`src/rtl/hitcnt_pkg.sv`:
```
package hitcnt_pkg;
  localparam int DW       = 16;
  localparam int TS_W     = 64;
  localparam int CNT_W    = 2 * DW;
  localparam int MAX_CH   = 64;
  localparam int VEC_W    = 128;
  localparam logic [31:0] ID_WORD = 32'h2324ECE4;

  localparam logic [7:0] A_ID_LO  = 8'h00;
  localparam logic [7:0] A_ID_HI  = 8'h01;
  localparam logic [7:0] A_LOCK   = 8'h03;
  localparam logic [7:0] A_NCH    = 8'h08;
  localparam logic [4:0] A_MASK_W = 5'b00011;

  typedef logic [DW-1:0] word_t;
endpackage

```
`src/rtl/hitcnt_edge_det.sv`:
```
module hitcnt_edge_det #(
  parameter int NUM_CH = 16
) (
  input  logic              clk,
  input  logic              rst,
  input  logic [NUM_CH-1:0] cmp_in,
  input  logic [NUM_CH-1:0] fall_sel,
  output logic [NUM_CH-1:0] level_o,
  output logic [NUM_CH-1:0] hit_o
);
  logic [NUM_CH-1:0] s1_q, s2_q, s3_q;

  genvar c;
  generate
    for (c = 0; c < NUM_CH; c++) begin : g_ch
      always_ff @(posedge clk) begin
        if (rst) begin
          s1_q[c] <= 1'b0;
          s2_q[c] <= 1'b0;
          s3_q[c] <= 1'b0;
        end else begin
          s1_q[c] <= cmp_in[c];
          s2_q[c] <= s1_q[c];
          s3_q[c] <= s2_q[c];
        end
      end
      assign hit_o[c] = fall_sel[c] ? (s3_q[c] & ~s2_q[c]) : (~s3_q[c] & s2_q[c]);
      assign level_o[c] = s2_q[c];

      // a counted edge implies the synchronised level really moved
      assert_real_edge_R8: assert property (@(posedge clk) disable iff (rst)
        hit_o[c] |-> (level_o[c] != s3_q[c]));
    end
  endgenerate
endmodule

```
`src/rtl/hitcnt_counter_bank.sv`:
```
module hitcnt_counter_bank
  import hitcnt_pkg::*;
#(
  parameter int NUM_CH = 16
) (
  input  logic                         clk,
  input  logic                         rst,
  input  logic [NUM_CH-1:0]            hit,
  input  logic                         lock,
  input  logic                         snap,
  output logic [NUM_CH-1:0][CNT_W-1:0] view_o
);
  logic [NUM_CH-1:0][CNT_W-1:0] cnt_q;
  logic [NUM_CH-1:0][CNT_W-1:0] shd_q;

  genvar c;
  generate
    for (c = 0; c < NUM_CH; c++) begin : g_cnt
      always_ff @(posedge clk) begin
        if (rst) begin
          cnt_q[c] <= '0;
          shd_q[c] <= '0;
        end else begin
          if (hit[c]) cnt_q[c] <= cnt_q[c] + CNT_W'(1);
          if (snap)   shd_q[c] <= cnt_q[c];
        end
      end
      assign view_o[c] = lock ? shd_q[c] : cnt_q[c];

      assert_step_R8: assert property (@(posedge clk) disable iff (rst)
        (cnt_q[c] != $past(cnt_q[c])) |-> (cnt_q[c] == $past(cnt_q[c]) + CNT_W'(1)));
      assert_capture_R3: assert property (@(posedge clk) disable iff (rst)
        snap |=> (shd_q[c] == $past(cnt_q[c])));
      assert_frozen_R3: assert property (@(posedge clk) disable iff (rst)
        (lock && !snap) |=> $stable(shd_q[c]));
    end
  endgenerate
endmodule

```
`src/rtl/hitcnt_ctrl_regs.sv`:
```
module hitcnt_ctrl_regs
  import hitcnt_pkg::*;
#(
  parameter int NUM_CH = 16
) (
  input  logic              clk,
  input  logic              rst,
  input  logic              wr,
  input  logic [7:0]        addr,
  input  word_t             wdata,
  input  logic [TS_W-1:0]   time_now,
  output logic              lock_o,
  output logic              snap_o,
  output logic [NUM_CH-1:0] mask_o,
  output logic [TS_W-1:0]   ts_o
);
  logic              lock_q;
  logic [NUM_CH-1:0] mask_q;
  logic [TS_W-1:0]   ts_q;
  logic              lock_wr, mask_wr;

  assign lock_wr = wr && (addr == A_LOCK);
  assign mask_wr = wr && (addr[7:3] == A_MASK_W);
  assign snap_o  = lock_wr && wdata[0] && !lock_q;

  always_ff @(posedge clk) begin
    if (rst) begin
      lock_q <= 1'b0;
      ts_q   <= '0;
    end else begin
      if (lock_wr) lock_q <= wdata[0];
      if (snap_o)  ts_q   <= time_now;
    end
  end

  genvar c;
  generate
    for (c = 0; c < NUM_CH; c++) begin : g_mask
      always_ff @(posedge clk) begin
        if (rst) mask_q[c] <= 1'b0;
        else if (mask_wr && (addr[2:0] == 3'(c / DW))) mask_q[c] <= wdata[c % DW];
      end
    end
  endgenerate

  assign lock_o = lock_q;
  assign mask_o = mask_q;
  assign ts_o   = ts_q;

  assert_ts_capture_R4: assert property (@(posedge clk) disable iff (rst)
    snap_o |=> (ts_q == $past(time_now)));
  assert_ts_hold_R4: assert property (@(posedge clk) disable iff (rst)
    !snap_o |=> $stable(ts_q));
  assert_lock_follow_R2: assert property (@(posedge clk) disable iff (rst)
    lock_wr |=> (lock_q == $past(wdata[0])));
endmodule

```
`src/rtl/hitcnt_read_port.sv`:
```
module hitcnt_read_port
  import hitcnt_pkg::*;
#(
  parameter int NUM_CH = 16
) (
  input  logic                         clk,
  input  logic                         rst,
  input  logic [7:0]                   addr,
  input  logic                         lock,
  input  logic [TS_W-1:0]              ts,
  input  logic [NUM_CH-1:0]            level,
  input  logic [NUM_CH-1:0]            mask,
  input  logic [NUM_CH-1:0][CNT_W-1:0] cnt,
  output word_t                        rdata
);
  logic [VEC_W-1:0]             lvl_w, mask_w;
  logic [MAX_CH-1:0][CNT_W-1:0] cnt_pad;
  word_t                        nxt;

  assign lvl_w  = VEC_W'(level);
  assign mask_w = VEC_W'(mask);

  genvar c;
  generate
    for (c = 0; c < MAX_CH; c++) begin : g_pad
      if (c < NUM_CH) begin : g_impl
        assign cnt_pad[c] = cnt[c];
      end else begin : g_none
        assign cnt_pad[c] = '0;
      end
    end
  endgenerate

  always_comb begin
    nxt = '0;
    casez (addr)
      A_ID_LO:      nxt = ID_WORD[15:0];
      A_ID_HI:      nxt = ID_WORD[31:16];
      A_LOCK:       nxt = {15'b0, lock};
      8'b0000_01??: nxt = ts[{addr[1:0], 4'b0000} +: DW];
      A_NCH:        nxt = DW'(NUM_CH);
      8'b0001_0???: nxt = lvl_w[{addr[2:0], 4'b0000} +: DW];
      8'b0001_1???: nxt = mask_w[{addr[2:0], 4'b0000} +: DW];
      8'b1???_????: nxt = cnt_pad[addr[6:1]][{addr[0], 4'b0000} +: DW];
      default:      nxt = '0;
    endcase
  end

  always_ff @(posedge clk) begin
    if (rst) rdata <= '0;
    else     rdata <= nxt;
  end

  assert_id_R1: assert property (@(posedge clk) disable iff (rst)
    (addr == A_ID_LO) |=> (rdata == 16'hECE4));
  assert_lock_pad_R2: assert property (@(posedge clk) disable iff (rst)
    (addr == A_LOCK) |=> (rdata[15:1] == 15'b0));
  assert_rsvd_R9: assert property (@(posedge clk) disable iff (rst)
    (addr == 8'h02 || addr[7:5] == 3'b001) |=> (rdata == '0));
endmodule

```
`src/rtl/hitcnt_regcore.sv`:
```
module hitcnt_regcore
  import hitcnt_pkg::*;
#(
  parameter int NUM_CH = 16
) (
  input  logic              clk,
  input  logic              rst,
  input  logic [NUM_CH-1:0] cmp_in,
  input  logic [63:0]       time_now,
  input  logic              reg_wr,
  input  logic [7:0]        reg_addr,
  input  logic [15:0]       reg_wdata,
  output logic [15:0]       reg_rdata
);
  logic [NUM_CH-1:0]            hit, level, mask;
  logic                         lock, snap;
  logic [TS_W-1:0]              ts;
  logic [NUM_CH-1:0][CNT_W-1:0] view;

  hitcnt_edge_det #(.NUM_CH(NUM_CH)) u_edge (
    .clk(clk), .rst(rst), .cmp_in(cmp_in), .fall_sel(mask),
    .level_o(level), .hit_o(hit));

  hitcnt_ctrl_regs #(.NUM_CH(NUM_CH)) u_ctrl (
    .clk(clk), .rst(rst), .wr(reg_wr), .addr(reg_addr), .wdata(reg_wdata),
    .time_now(time_now), .lock_o(lock), .snap_o(snap), .mask_o(mask), .ts_o(ts));

  hitcnt_counter_bank #(.NUM_CH(NUM_CH)) u_bank (
    .clk(clk), .rst(rst), .hit(hit), .lock(lock), .snap(snap), .view_o(view));

  hitcnt_read_port #(.NUM_CH(NUM_CH)) u_rd (
    .clk(clk), .rst(rst), .addr(reg_addr), .lock(lock), .ts(ts),
    .level(level), .mask(mask), .cnt(view), .rdata(reg_rdata));

  initial begin
    assert_nch_range_R5: assert (NUM_CH >= 1 && NUM_CH <= MAX_CH);
  end
endmodule

```
`config.mk`:
```
export PLATFORM = sky130hd
export DESIGN_NAME = hitcnt_regcore
export DESIGN_NICKNAME = d
export VERILOG_FILES = /design/src/rtl/hitcnt_pkg.sv /design/src/rtl/hitcnt_edge_det.sv /design/src/rtl/hitcnt_counter_bank.sv /design/src/rtl/hitcnt_ctrl_regs.sv /design/src/rtl/hitcnt_read_port.sv /design/src/rtl/hitcnt_regcore.sv
export SDC_FILE = /design/constraint.sdc
export NUM_CORES = 2
export LEC_CHECK = 0
export ABC_AREA = 1
export BUFFER_PORTS_ARGS = -buffer_cell sky130_fd_sc_hd__buf_2
export CELL_PAD_IN_SITES_DETAIL_PLACEMENT = 1
export CELL_PAD_IN_SITES_GLOBAL_PLACEMENT = 1
export CORE_ASPECT_RATIO = 1.4
export CORE_UTILIZATION = 49
export DETAILED_ROUTE_END_ITERATION = 12
export GPL_TIMING_DRIVEN = 0
export PLACE_DENSITY = 0.87
export SLEW_MARGIN = 20
export SYNTH_ARGS = -nofsm -noshare
export SYNTH_HDL_FRONTEND = slang
export SYNTH_SLANG_ARGS = --single-unit
```
`constraint.sdc`:
```
create_clock -name clk -period 3.89 [get_ports clk]
set_input_delay 0.389 -clock clk [delete_from_list [all_inputs] [get_ports clk]]
set_output_delay 0.389 -clock clk [all_outputs]
set_load 0.02 [all_outputs]
```
==> results_dict.tcl <==
set metrics [dict create \
    status "finished with violations" \
    violations "setup timing" \
    synth_fa_ha_area_share_pct 0.329 \
    grt_usage_pct 49.9 \
    antenna_left 0 \
    wl_um 324000 \
    dr.pass1.iters 8 \
    fp.dieH_um 419 \
    grt_pass1_wl_um 466000 \
    syn_avg_cell_area_um2 6.41 \
    synth_enable_flop_cells 0 \
    muxShareOfSynthArea_pct 0 \
    grt_setup_unrepaired "false" \
    syn_inst 9504 \
    die-area_um2 126000 \
    num-fill-cells 16800 \
    gp_congestion 1.09 \
    crit_required_ps 4530 \
    overflow 0 \
    power_frac_seq_pct 44.4 \
    holdWs_ps 147 \
    hold_violations 0 \
    slowest_stage "clkdlybuf4s15_1" \
    slew_headroom_pct 15.2 \
    start_kind "flip-flop" \
    async_flop_share_pct 0 \
    wl_per_cell_um 27.9 \
    rows 152 \
    viasPerCell 6.25 \
    root_buffer "clkbuf_16" \
    drt_iter0_markers 7301 \
    worstPathArrival_ps 4760 \
    drv_cap 0 \
    layout-drive-gt1-share_pct 5.03 \
    clk_pin_slew_ps 70 \
    clock_sinks 1169 \
    switching_share_pct 26.4 \
    ys_seq_area_share_pct 38.4 \
    cts_max_level 4 \
    fin_ws_ps -235 \
    endpoint_kind "flip-flop" \
    antenna_found_initial 43 \
    area_growth_pct 13.7 \
    crit_type "flip-flop to flip-flop" \
    die_width_um 300 \
    drc 0 \
    power_density_nw_per_um2 392 \
    min_path_type "input port to flip-flop" \
    clkPwrFrac_pct 49.1 \
    fin_cells 11600 \
    ys_warn_count 0 \
    maxSlewViolCount 0 \
    grt_pass1_vias 73700 \
    synth-compound-area-share_pct 17.4 \
    ys_ff_latch 1169 \
    tightestPinTransition_ps 1270 \
    initial_core_util_pct 49.6 \
    setup_viol 9 \
    synth_nets 9627 \
    vias 72500 \
    grt_max_degree 17 \
    crit_path_cell_trace "buf_2 > inv_2 > buf_2 > clkdlybuf4s15_1 > nand2_1 > nand3_1 > a21oi_1 > nor2_1 > nand2_1 > nand3_1 > nand2_1 > nand2_1 > a21oi_1" \
    clock_latency_ps 840 \
    ios 123 \
    vdd_drop_max_v 0.000517 \
    synth_area_um2 60900 \
    ys_types 45 \
    dp_cells 11200 \
    final_nets 9982 \
    synth_top_family_by_area "simple AND/OR/NAND/NOR gates" \
    p_leak_nw 25.5 \
    cts_buffer_depth 3 \
    synth_ff_type "dfxtp_1" \
    p_comb_share_pct 6.5 \
    numCtsBuffers 130 \
    fin_skew_ps 26.8 \
    timing.fmax_ghz 0.242 \
    synth-simple-area-share_pct 30.3 \
    cts_tree "built" \
    crit_fanout 10 \
    cp_common_cell "nand2_1" \
    postCtsSetupRepairBufs 0 \
    core_um2 123000 \
    critPathMaxStageDelay_ps 990 \
    dp_hpwl_um 235000 \
    fin_crit_sh_pct 106 \
    portBuffers 117 \
    finalCriticalPeriod_ps 4130 \
    p_switching_w 0.00717 \
    p_int_w 0.0200 \
    yosys.area_share.xor_xnor_pct 2.09 \
]
## final timing paths
path	depth (start not counted)	start	slack (ps)	to
worst max-delay path	13	u_ctrl.lock_o	-240	u_rd.rdata[15]
worst min-delay path	5	reg_wr	150	u_ctrl.mask_o[6]
worst max register to register	13	u_ctrl.lock_o	-240	u_rd.rdata[15]
worst min register to register	2	u_edge.s1_q[5]	400	u_edge.level_o[5]
## synth_stat cells (2+ instances only)
master	instances	area [µm²]
dfxtp_1	1169	23400
o21ai_0	761	3810
nand3b_1	14	105
xnor2_1	14	123
xor2_1	131	1150
o21a_1	22	165
clkbuf_1	408	1530
o21ba_2	2	20.0
buf_1	49	184
inv_1	1257	4720
nand2_2	4	25.0
o221ai_1	16	140
nand4_1	137	857
ha_1	16	200
nor2_2	4	25.0
buf_2	73	365
nor4_1	26	163
o21ai_1	24	120
nor3b_1	8	60.1
nand2_1	2181	8190
or2_2	22	138
nand3_1	1009	5050
nor2_1	616	2310
a22oi_1	2	15.0
and3_1	6	37.5
o211ai_1	80	601
a211oi_1	7	52.6
a21oi_1	1115	5580
buf_6	5	56.3
buf_4	8	60.1
o211a_1	4	40.0
nor3_2	3	30.0
inv_2	7	26.3
a31oi_1	4	25.0
nor3_1	282	1410
clkinv_1	6	22.5
and2_1	4	25.0
## per-stage QoR
step	power, W	instance area (µm²)	utilization [%]	setup WS (ps)	setup TNS [ps]
final	0.0272	69200	56.4	-235	-775
after global routing	0.0275	69200	56.3	18.2	0
after CTS	0.0268	69200	56.3	10.2	0
after detailed placement	0.0139	63800	51.9	-287	-1800
after global placement	0.0138	63500	51.7	-799	-20870
after floorplan	0.0130	60900	-	1940	0
## logic make-up (layout without fill, tap and decap cells)
group           after synthesis  in the layout
compound gates             2039           2039
fa+ha+maj                    16             16
xor+xnor                    145            145
other cells                   0             25
simple gates               4321           4321
flops                      1169           1169
buf+inv                    1814           2271
## area by class of cell
class,count,area (µm²),area share (%)
timing repair buffer,223,1800,2.60
multi-input combinational,6521,30500,44.1
buffer,543,2250,3.25
inverter,1271,4780,6.90
clock inverter,46,497,0.717
antenna,25,62.6,0.0904
sequential,1169,23400,33.8
clock buffer,188,3900,5.63
tap,1617,2020,2.92
## repair_timing
item                                   CTS  global route
hold buffers                            96             0
resized for setup                        3            32
endpoints found under the hold margin   96             0
setup endpoints to repair               12            14
## flip-flops by register name, summed over array words and instances, names as in the netlist
signal	cells
u_edge.level_o	16
u_bank.cnt_q	512
u_rd.rdata	16
u_edge.s1_q	16
u_ctrl.lock_o	1
u_ctrl.mask_o	16
u_ctrl.ts_o	64
u_edge.s3_q	16
u_bank.shd_q	512
## layout by cell type, fill, tap and decap left out, types with 5 or more instances in the layout
cell type	n
nand3_1	1009
nand3b_1	14
xnor2_1	14
clkinv_2	28
diode_2	25
dfxtp_1	1169
buf_16	7
buf_2	192
clkbuf_1	401
nand4_1	137
a21oi_1	1115
o21a_1	22
inv_1	1257
xor2_1	131
o211ai_1	80
and3_1	6
inv_2	7
buf_1	46
nor2_1	616
buf_6	5
clkinv_1	6
clkbuf_8	26
o221ai_1	16
dlygate4sd3_1	96
a211oi_1	7
nor4_1	26
nor3b_1	8
ha_1	16
nor3_1	282
o21ai_1	24
clkbuf_16	138
nand2_1	2181
clkinv_4	5
bufinv_16	9
buf_4	8
o21ai_0	761
clkbuf_2	30
or2_2	22
## power by group through the flow
stage	registers [W]	logic, W	clock network [W]
2_1_floorplan	0.0123	0.000716	0
3_3_place_gp	0.0123	0.00146	0
3_5_place_dp	0.0123	0.00152	0
4_1_cts	0.0121	0.00162	0.0131
5_1_grt	0.0121	0.00178	0.0137
6_report	0.0121	0.00177	0.0133
## worst max-delay path, delay by kind of cell (launching register included)
family,cells,cell delay [ps]
buffers and inverters,4,2010
AND/OR/NAND/NOR,7,1340
flip-flops,1,300
AO/OA/AOI/OAI,2,280
## layer usage
metal,wire length [µm],track usage (%),vias to the layer above
li1,-,-,31600
met1,111000,51.7,35000
met2,145000,79.6,4141
met3,30600,14.5,1649
met4,37100,49.6,28
met5,182,0,-
Note: power is estimated with default switching activity, not from simulation.
